### config.mk
export PLATFORM = sky130hd
export DESIGN_NAME = tsc_timer
export DESIGN_NICKNAME = d
export VERILOG_FILES = /design/src/rtl/tsc_pkg.sv /design/src/rtl/tsc_rate_reg.sv /design/src/rtl/tsc_phase.sv /design/src/rtl/tsc_accum.sv /design/src/rtl/tsc_capture.sv /design/src/rtl/tsc_timer.sv
export SDC_FILE = /design/constraint.sdc
export NUM_CORES = 1
export LEC_CHECK = 0
export BUFFER_PORTS_ARGS = -buffer_cell sky130_fd_sc_hd__buf_2
export CAP_MARGIN = 20
export CELL_PAD_IN_SITES_DETAIL_PLACEMENT = 1
export CELL_PAD_IN_SITES_GLOBAL_PLACEMENT = 2
export CORE_ASPECT_RATIO = 1.1
export CORE_MARGIN = 3
export CORE_UTILIZATION = 36
export DETAILED_ROUTE_END_ITERATION = 16
export PLACE_DENSITY = 0.79
export SLEW_MARGIN = 25
export SYNTH_ARGS = -nofsm -noshare
export SYNTH_HDL_FRONTEND = slang
export SYNTH_SLANG_ARGS = --single-unit
### constraint.sdc
create_clock -name clk -period 4.55 [get_ports clk]
set_clock_uncertainty 0.05 [all_clocks]
set_input_delay 0.2275 -clock clk [delete_from_list [all_inputs] [get_ports clk]]
set_output_delay 0.2275 -clock clk [all_outputs]
set_load 0.05 [all_outputs]
### src/rtl/tsc_pkg.sv
package tsc_pkg;
  localparam int DEF_TIME_W = 64;
  localparam int DEF_INC_W  = 24;
  localparam int DEF_PER_W  = 8;
  localparam int DEF_FRAC_W = 4;
  localparam int DEF_WORD_W = 32;
endpackage

### src/rtl/tsc_rate_reg.sv
module tsc_rate_reg #(
  parameter int INC_W = tsc_pkg::DEF_INC_W,
  parameter int PER_W = tsc_pkg::DEF_PER_W,
  localparam int REG_W = INC_W + PER_W
) (
  input  logic             clk,
  input  logic             rst_n,
  input  logic             we,
  input  logic [REG_W-1:0] wdata,
  output logic [INC_W-1:0] incr_o,
  output logic [PER_W-1:0] period_o
);
  logic [INC_W-1:0] incr_q;
  logic [PER_W-1:0] per_q;

  always_ff @(posedge clk) begin
    if (!rst_n) begin
      incr_q <= '0;
      per_q  <= '0;
    end else if (we) begin
      incr_q <= wdata[INC_W-1:0];
      per_q  <= wdata[REG_W-1:INC_W];
    end
  end

  // zero period counts as one
  assign incr_o   = incr_q;
  assign period_o = (per_q == '0) ? PER_W'(1) : per_q;
endmodule

### src/rtl/tsc_phase.sv
module tsc_phase #(
  parameter int PER_W = tsc_pkg::DEF_PER_W
) (
  input  logic             clk,
  input  logic             rst_n,
  input  logic             tick,
  input  logic             restart,
  input  logic [PER_W-1:0] period,
  output logic             step_o
);
  logic [PER_W-1:0] cnt_q;
  logic             wrap;

  assign wrap   = (cnt_q >= period - PER_W'(1));
  assign step_o = tick && wrap;

  always_ff @(posedge clk) begin
    if (!rst_n)       cnt_q <= '0;
    else if (restart) cnt_q <= '0;
    else if (tick)    cnt_q <= wrap ? '0 : cnt_q + PER_W'(1);
  end
endmodule

### src/rtl/tsc_accum.sv
module tsc_accum #(
  parameter int TIME_W = tsc_pkg::DEF_TIME_W,
  parameter int INC_W  = tsc_pkg::DEF_INC_W,
  parameter int FRAC_W = tsc_pkg::DEF_FRAC_W,
  localparam int ACC_W = TIME_W + FRAC_W
) (
  input  logic              clk,
  input  logic              rst_n,
  input  logic              step,
  input  logic [INC_W-1:0]  incr,
  input  logic              adj_we,
  input  logic [TIME_W-1:0] adj_delta,
  output logic [TIME_W-1:0] time_o
);
  logic [ACC_W-1:0]  acc_q;
  logic [TIME_W-1:0] off_q;

  always_ff @(posedge clk) begin
    if (!rst_n) begin
      acc_q <= '0;
      off_q <= '0;
    end else begin
      if (step)   acc_q <= acc_q + {{(ACC_W-INC_W){1'b0}}, incr};
      if (adj_we) off_q <= off_q + adj_delta;
    end
  end

  // fraction bits dropped by the slice: divide by 2**FRAC_W
  assign time_o = off_q + acc_q[ACC_W-1:FRAC_W];
endmodule

### src/rtl/tsc_capture.sv
module tsc_capture #(
  parameter int TIME_W = tsc_pkg::DEF_TIME_W,
  parameter int WORD_W = tsc_pkg::DEF_WORD_W,
  localparam int NWORD = TIME_W / WORD_W
) (
  input  logic              clk,
  input  logic              rst_n,
  input  logic              strobe,
  input  logic [TIME_W-1:0] time_i,
  output logic [WORD_W-1:0] words_o [NWORD],
  output logic              valid_o
);
  for (genvar g = 0; g < NWORD; g++) begin : g_word
    logic [WORD_W-1:0] w_q;
    always_ff @(posedge clk) begin
      if (!rst_n)      w_q <= '0;
      else if (strobe) w_q <= time_i[g*WORD_W +: WORD_W];
    end
    assign words_o[g] = w_q;
  end

  always_ff @(posedge clk) begin
    if (!rst_n) valid_o <= 1'b0;
    else        valid_o <= strobe;
  end
endmodule

### src/rtl/tsc_timer.sv
module tsc_timer #(
  parameter int TIME_W = tsc_pkg::DEF_TIME_W,
  parameter int INC_W  = tsc_pkg::DEF_INC_W,
  parameter int PER_W  = tsc_pkg::DEF_PER_W,
  parameter int FRAC_W = tsc_pkg::DEF_FRAC_W,
  localparam int REG_W  = INC_W + PER_W,
  localparam int WORD_W = TIME_W / 2
) (
  input  logic              clk,
  input  logic              rst_n,
  input  logic              base_tick,
  input  logic              rate_we,
  input  logic [REG_W-1:0]  rate_wdata,
  input  logic              adj_we,
  input  logic [TIME_W-1:0] adj_delta,
  input  logic              cap_strobe,
  output logic              cap_valid,
  output logic [WORD_W-1:0] cap_lo,
  output logic [WORD_W-1:0] cap_hi
);
  logic [INC_W-1:0]  incr_w;
  logic [PER_W-1:0]  per_w;
  logic              step_w;
  logic [TIME_W-1:0] time_w;
  logic [WORD_W-1:0] words_w [2];

  tsc_rate_reg #(.INC_W(INC_W), .PER_W(PER_W)) rate_i (
    .clk(clk), .rst_n(rst_n), .we(rate_we), .wdata(rate_wdata),
    .incr_o(incr_w), .period_o(per_w)
  );

  tsc_phase #(.PER_W(PER_W)) phase_i (
    .clk(clk), .rst_n(rst_n), .tick(base_tick), .restart(rate_we),
    .period(per_w), .step_o(step_w)
  );

  tsc_accum #(.TIME_W(TIME_W), .INC_W(INC_W), .FRAC_W(FRAC_W)) accum_i (
    .clk(clk), .rst_n(rst_n), .step(step_w), .incr(incr_w),
    .adj_we(adj_we), .adj_delta(adj_delta), .time_o(time_w)
  );

  tsc_capture #(.TIME_W(TIME_W), .WORD_W(WORD_W)) cap_i (
    .clk(clk), .rst_n(rst_n), .strobe(cap_strobe), .time_i(time_w),
    .words_o(words_w), .valid_o(cap_valid)
  );

  assign cap_lo = words_w[0];
  assign cap_hi = words_w[1];
endmodule

==> impl_metrics.xml <==
<?xml version="1.0" encoding="UTF-8"?>
<metrics>
  <group name="status">
    <metric name="run_status" unit="">complete, no violations</metric>
  </group>
  <group name="placement">
    <metric name="detailed_place.area" unit="sq um">19100</metric>
    <metric name="buffer_ports.inserted" unit="">166</metric>
    <metric name="dp.final_hpwl" unit="microns">48600</metric>
    <metric name="finalWeightedCongestion" unit="">0.883</metric>
    <metric name="post-place-ws" unit="ns">0.275</metric>
  </group>
  <group name="cells_and_area">
    <metric name="final_cell_area" unit="sq um">20500</metric>
    <metric name="area_taken_by_multi_input_logic_gates" unit="sq um">12400</metric>
    <metric name="mostFrequentLayoutCell" unit="">sky130_fd_sc_hd__nor2_1</metric>
    <metric name="layout.cells.most_common_list" unit="">sky130_fd_sc_hd__nor2_1 (262), sky130_fd_sc_hd__dfxtp_1 (237), sky130_fd_sc_hd__a21oi_1 (234), sky130_fd_sc_hd__nand2_1 (214), sky130_fd_sc_hd__buf_2 (166)</metric>
    <metric name="final.fill_count" unit="">5948</metric>
    <metric name="final_layout_size_suffix_gt1_share" unit="%">11.3</metric>
    <metric name="final_nets" unit="">2666</metric>
    <metric name="sequential_cell_area_in_the_final_layout" unit="sq um">4740</metric>
    <metric name="syn_to_final_growth" unit="%">15.3</metric>
  </group>
  <group name="synth">
    <metric name="synth.net_count" unit="">2535</metric>
    <metric name="ys_seq_elements" unit="">237</metric>
    <metric name="postSynthCellCount" unit="">2270</metric>
    <metric name="synth_sequential_area_ratio" unit="%">26.7</metric>
    <metric name="synth.lib_cells_used.distinct" unit="">85</metric>
    <metric name="netlist.top_cell.by_area" unit="">sky130_fd_sc_hd__dfxtp_1</metric>
    <metric name="ys.flop_type" unit="">sky130_fd_sc_hd__dfxtp_1</metric>
    <metric name="syn-mean-instance-area" unit="sq um">7.84</metric>
    <metric name="synth-edff-count" unit="">0</metric>
    <metric name="synth_area_leaders" unit="">sky130_fd_sc_hd__dfxtp_1 (27%), sky130_fd_sc_hd__ha_1 (11%), sky130_fd_sc_hd__a21oi_1 (6.6%)</metric>
    <metric name="netlist_area_pre_place" unit="sq um">17800</metric>
    <metric name="synth_async_sr_flop_share" unit="%">0</metric>
    <metric name="synth.top_cell.area_share" unit="%">26.7</metric>
    <metric name="yosysWarnings" unit="">0</metric>
  </group>
  <group name="route">
    <metric name="wl_per_cell" unit="microns">20.0</metric>
    <metric name="drt_first_iter_violations" unit="">711</metric>
    <metric name="drc" unit="">0</metric>
    <metric name="route.antenna.remaining_nets" unit="">0</metric>
    <metric name="total_wirelength_of_the_detailed_routed_design" unit="microns">61500</metric>
    <metric name="drt-vias-per-instance" unit="">5.58</metric>
    <metric name="detailed_router_iteration_count_before_antenna_repair" unit="">5</metric>
    <metric name="dr_total_vias" unit="">17100</metric>
  </group>
  <group name="clock_network">
    <metric name="clock_path_buffers" unit="">3</metric>
    <metric name="cts-buffers-inserted" unit="">31</metric>
    <metric name="tritoncts" unit="">yes</metric>
    <metric name="clkLatencyLatePin" unit="ns">0.58</metric>
    <metric name="cts_num_sinks" unit="">237</metric>
    <metric name="worst_setup_hold_path_clk_slew" unit="ns">0.06</metric>
    <metric name="ctsHtreeMaxLevel" unit="">1</metric>
    <metric name="clk_root_buffer_cell" unit="">sky130_fd_sc_hd__clkbuf_16</metric>
  </group>
  <group name="pwr">
    <metric name="cellLeakagePower" unit="nW">9.16</metric>
    <metric name="max-vdd-ir-drop" unit="mV">0.284</metric>
    <metric name="power_density" unit="nW/um^2">357</metric>
  </group>
  <group name="timing">
    <metric name="period_minus_slack" unit="ns">4.25</metric>
    <metric name="postLayoutSetupSlackWorst" unit="ns">0.302</metric>
    <metric name="tightestPinTransition" unit="ns">1.02</metric>
    <metric name="max_clock_freq" unit="MHz">235</metric>
    <metric name="timing.final.crit_share" unit="%">93.4</metric>
    <metric name="setup_viol" unit="">0</metric>
    <metric name="maxSlewHeadroom" unit="%">32.2</metric>
    <metric name="setup_repair_after_global_routing_missed_its_margin" unit="">yes</metric>
    <metric name="drv_slew" unit="">0</metric>
    <metric name="timing.final.hold_violations" unit="">0</metric>
  </group>
  <group name="grt">
    <metric name="grt_use_total" unit="%">23.1</metric>
    <metric name="grt_first_pass_wirelength" unit="microns">97500</metric>
    <metric name="antenna_violations_before_repair" unit="">1</metric>
    <metric name="grt_pass1_vias" unit="">17700</metric>
    <metric name="maximum_number_of_pins_on_one_net_before_global_route_repair" unit="">82</metric>
    <metric name="overflow" unit="">0</metric>
  </group>
  <group name="setup_path">
    <metric name="criticalPathCategory" unit="">reg -&gt; reg</metric>
    <metric name="timing.critical_path.arrival" unit="ns">4.66</metric>
    <metric name="timing.critical_path.from" unit="">rate_i.per_q[2]</metric>
    <metric name="endpoint" unit="">accum_i.acc_q[63]</metric>
    <metric name="r2r_cells" unit="">16</metric>
    <metric name="r2r_start" unit="">rate_i.per_q[2]</metric>
    <metric name="worstReg2RegEnd" unit="">accum_i.acc_q[63]</metric>
    <metric name="setup.worst_path.end_class" unit="">flop</metric>
    <metric name="timing.critical_path.fanout_max" unit="">9</metric>
    <metric name="critPathRequiredTime" unit="ns">4.96</metric>
    <metric name="startpoint_type" unit="">flop</metric>
    <metric name="setup.reg_to_reg.worst_slack" unit="ns">0.30</metric>
  </group>
  <group name="floorplanning">
    <metric name="coreArea" unit="sq um">48300</metric>
    <metric name="io-pin-count" unit="">167</metric>
    <metric name="floorplan.initialDensity" unit="%">36.8</metric>
    <metric name="chipHeight" unit="microns">239</metric>
    <metric name="core.rowCount" unit="">84</metric>
    <metric name="design.die.area" unit="sq um">52100</metric>
    <metric name="die_width" unit="microns">218</metric>
  </group>
  <group name="worst_hold_path">
    <metric name="worstHoldPathType" unit="">in -&gt; reg</metric>
  </group>
  <group name="run">
    <metric name="timing.max_cap.violations" unit="">0</metric>
  </group>
</metrics>
[report_power, final]
part / internal [mW] / switching, mW
logic: 0.863 / 1.45
clock network: 1.56 / 0.968
registers: 2.25 / 0.223
[synth_stat cells (17+ instances only)]
master,count
sky130_fd_sc_hd__xnor2_1,102
sky130_fd_sc_hd__o31ai_1,17
sky130_fd_sc_hd__o21ai_1,18
sky130_fd_sc_hd__o21a_1,25
sky130_fd_sc_hd__a21o_1,101
sky130_fd_sc_hd__a31oi_1,17
sky130_fd_sc_hd__o211ai_1,23
sky130_fd_sc_hd__ha_1,160
sky130_fd_sc_hd__or3_1,28
sky130_fd_sc_hd__a21oi_1,234
sky130_fd_sc_hd__nor3_1,32
sky130_fd_sc_hd__nand4_1,44
sky130_fd_sc_hd__nand3_1,61
sky130_fd_sc_hd__inv_1,57
sky130_fd_sc_hd__nand2_1,214
sky130_fd_sc_hd__xor2_1,49
sky130_fd_sc_hd__mux2i_1,99
sky130_fd_sc_hd__and3_1,26
sky130_fd_sc_hd__o21ai_0,115
sky130_fd_sc_hd__a211oi_1,24
sky130_fd_sc_hd__nor2_1,263
sky130_fd_sc_hd__clkbuf_1,97
sky130_fd_sc_hd__dfxtp_1,237
[per-stage QoR]
stage	util, %	total power, mW	setup TNS, ns	hold slack, ns	instances
floorplan	-	4.12	0	0.325	2270
global placement	39.5	4.75	0	0.382	2977
detailed placement	39.5	4.80	0	0.392	2977
CTS	42.4	7.39	0	0.0102	3070
global route	42.4	7.75	-0.00548	0.0462	3070
finish	42.4	7.31	0	0.0418	3071
[worst max-delay path, cell delays in order (launching register included)]
cell and delay (ns):
sky130_fd_sc_hd__dfxtp_1 0.34, sky130_fd_sc_hd__or4_1 0.55, sky130_fd_sc_hd__or3_1 0.33, sky130_fd_sc_hd__nor2_1 0.10
sky130_fd_sc_hd__nor2_1 0.08, sky130_fd_sc_hd__ha_1 0.21, sky130_fd_sc_hd__inv_1 0.07, sky130_fd_sc_hd__or3_1 0.11
sky130_fd_sc_hd__xor2_1 0.18, sky130_fd_sc_hd__ha_1 0.20, sky130_fd_sc_hd__o21ai_0 0.13, sky130_fd_sc_hd__o311a_1 0.45
sky130_fd_sc_hd__nor3_4 0.35, sky130_fd_sc_hd__nand3_4 0.20, sky130_fd_sc_hd__nor4_4 0.47, sky130_fd_sc_hd__a21oi_1 0.14
sky130_fd_sc_hd__o21a_1 0.19
[layer usage]
layer	track usage (%)	wire [microns]	vias up
li1	-	-	8516
met1	28.0	26700	8236
met2	42.4	30600	263
met3	2.58	1710	110
met4	8.01	2470	0
met5	0	0	-
[state kept, by name, summed over array words and instances (netlist names)]
register          cells
accum_i.acc_q        68
accum_i.off_q        64
cap_i.g_word.w_q     64
rate_i.incr_o        24
phase_i.cnt_q         8
rate_i.per_q          8
cap_i.valid_o         1
[worst min-delay path by stage]
stage / depth (start not counted) / from / endpoint / slack [ns]
3_5_place_dp: 2 / cap_i.g_word[1].w_q[22] / cap_i.g_word[1].w_q[22] / 0.39
4_1_cts: 3 / adj_delta[63] / accum_i.off_q[63] / 0.01
5_1_grt: 3 / adj_delta[63] / accum_i.off_q[63] / 0.05
3_3_place_gp: 2 / cap_i.g_word[1].w_q[28] / cap_i.g_word[1].w_q[28] / 0.38
2_1_floorplan: 2 / rate_wdata[2] / rate_i.incr_o[2] / 0.32
6_report: 3 / adj_delta[63] / accum_i.off_q[63] / 0.04
[final cells by class]
type / count / area share (%)
well taps: 645 / 3.93
inverters: 57 / 1.07
flip-flops and latches: 237 / 23.1
clock inverters: 10 / 0.647
clock buffers: 47 / 4.51
diodes: 1 / 0.0122
multi-input cells: 1858 / 60.4
repair buffers: 216 / 6.32
[kinds of logic (layout without fill, tap and decap cells)]
group           count (synthesis)  after routing  synth area share [%]
simple gates                  763            763                  20.1
compound gates                682            682                  24.8
flops                         237            237                  26.7
buf+inv                       175            330                  3.82
fa+ha+maj                     163            163                  11.6
xor+xnor                      151            151                  7.43
mux                            99             99                  5.57
other cells                     0              1                     0
[what timing repair did]
action | CTS | global route
setup endpoints to repair | 0 | 6
endpoints found under the hold margin | 41 | 0
resized for setup | 0 | 1
hold buffers | 36 | 0
buffers inserted | 0 | 0
Power figures use the tool's default switching activity.
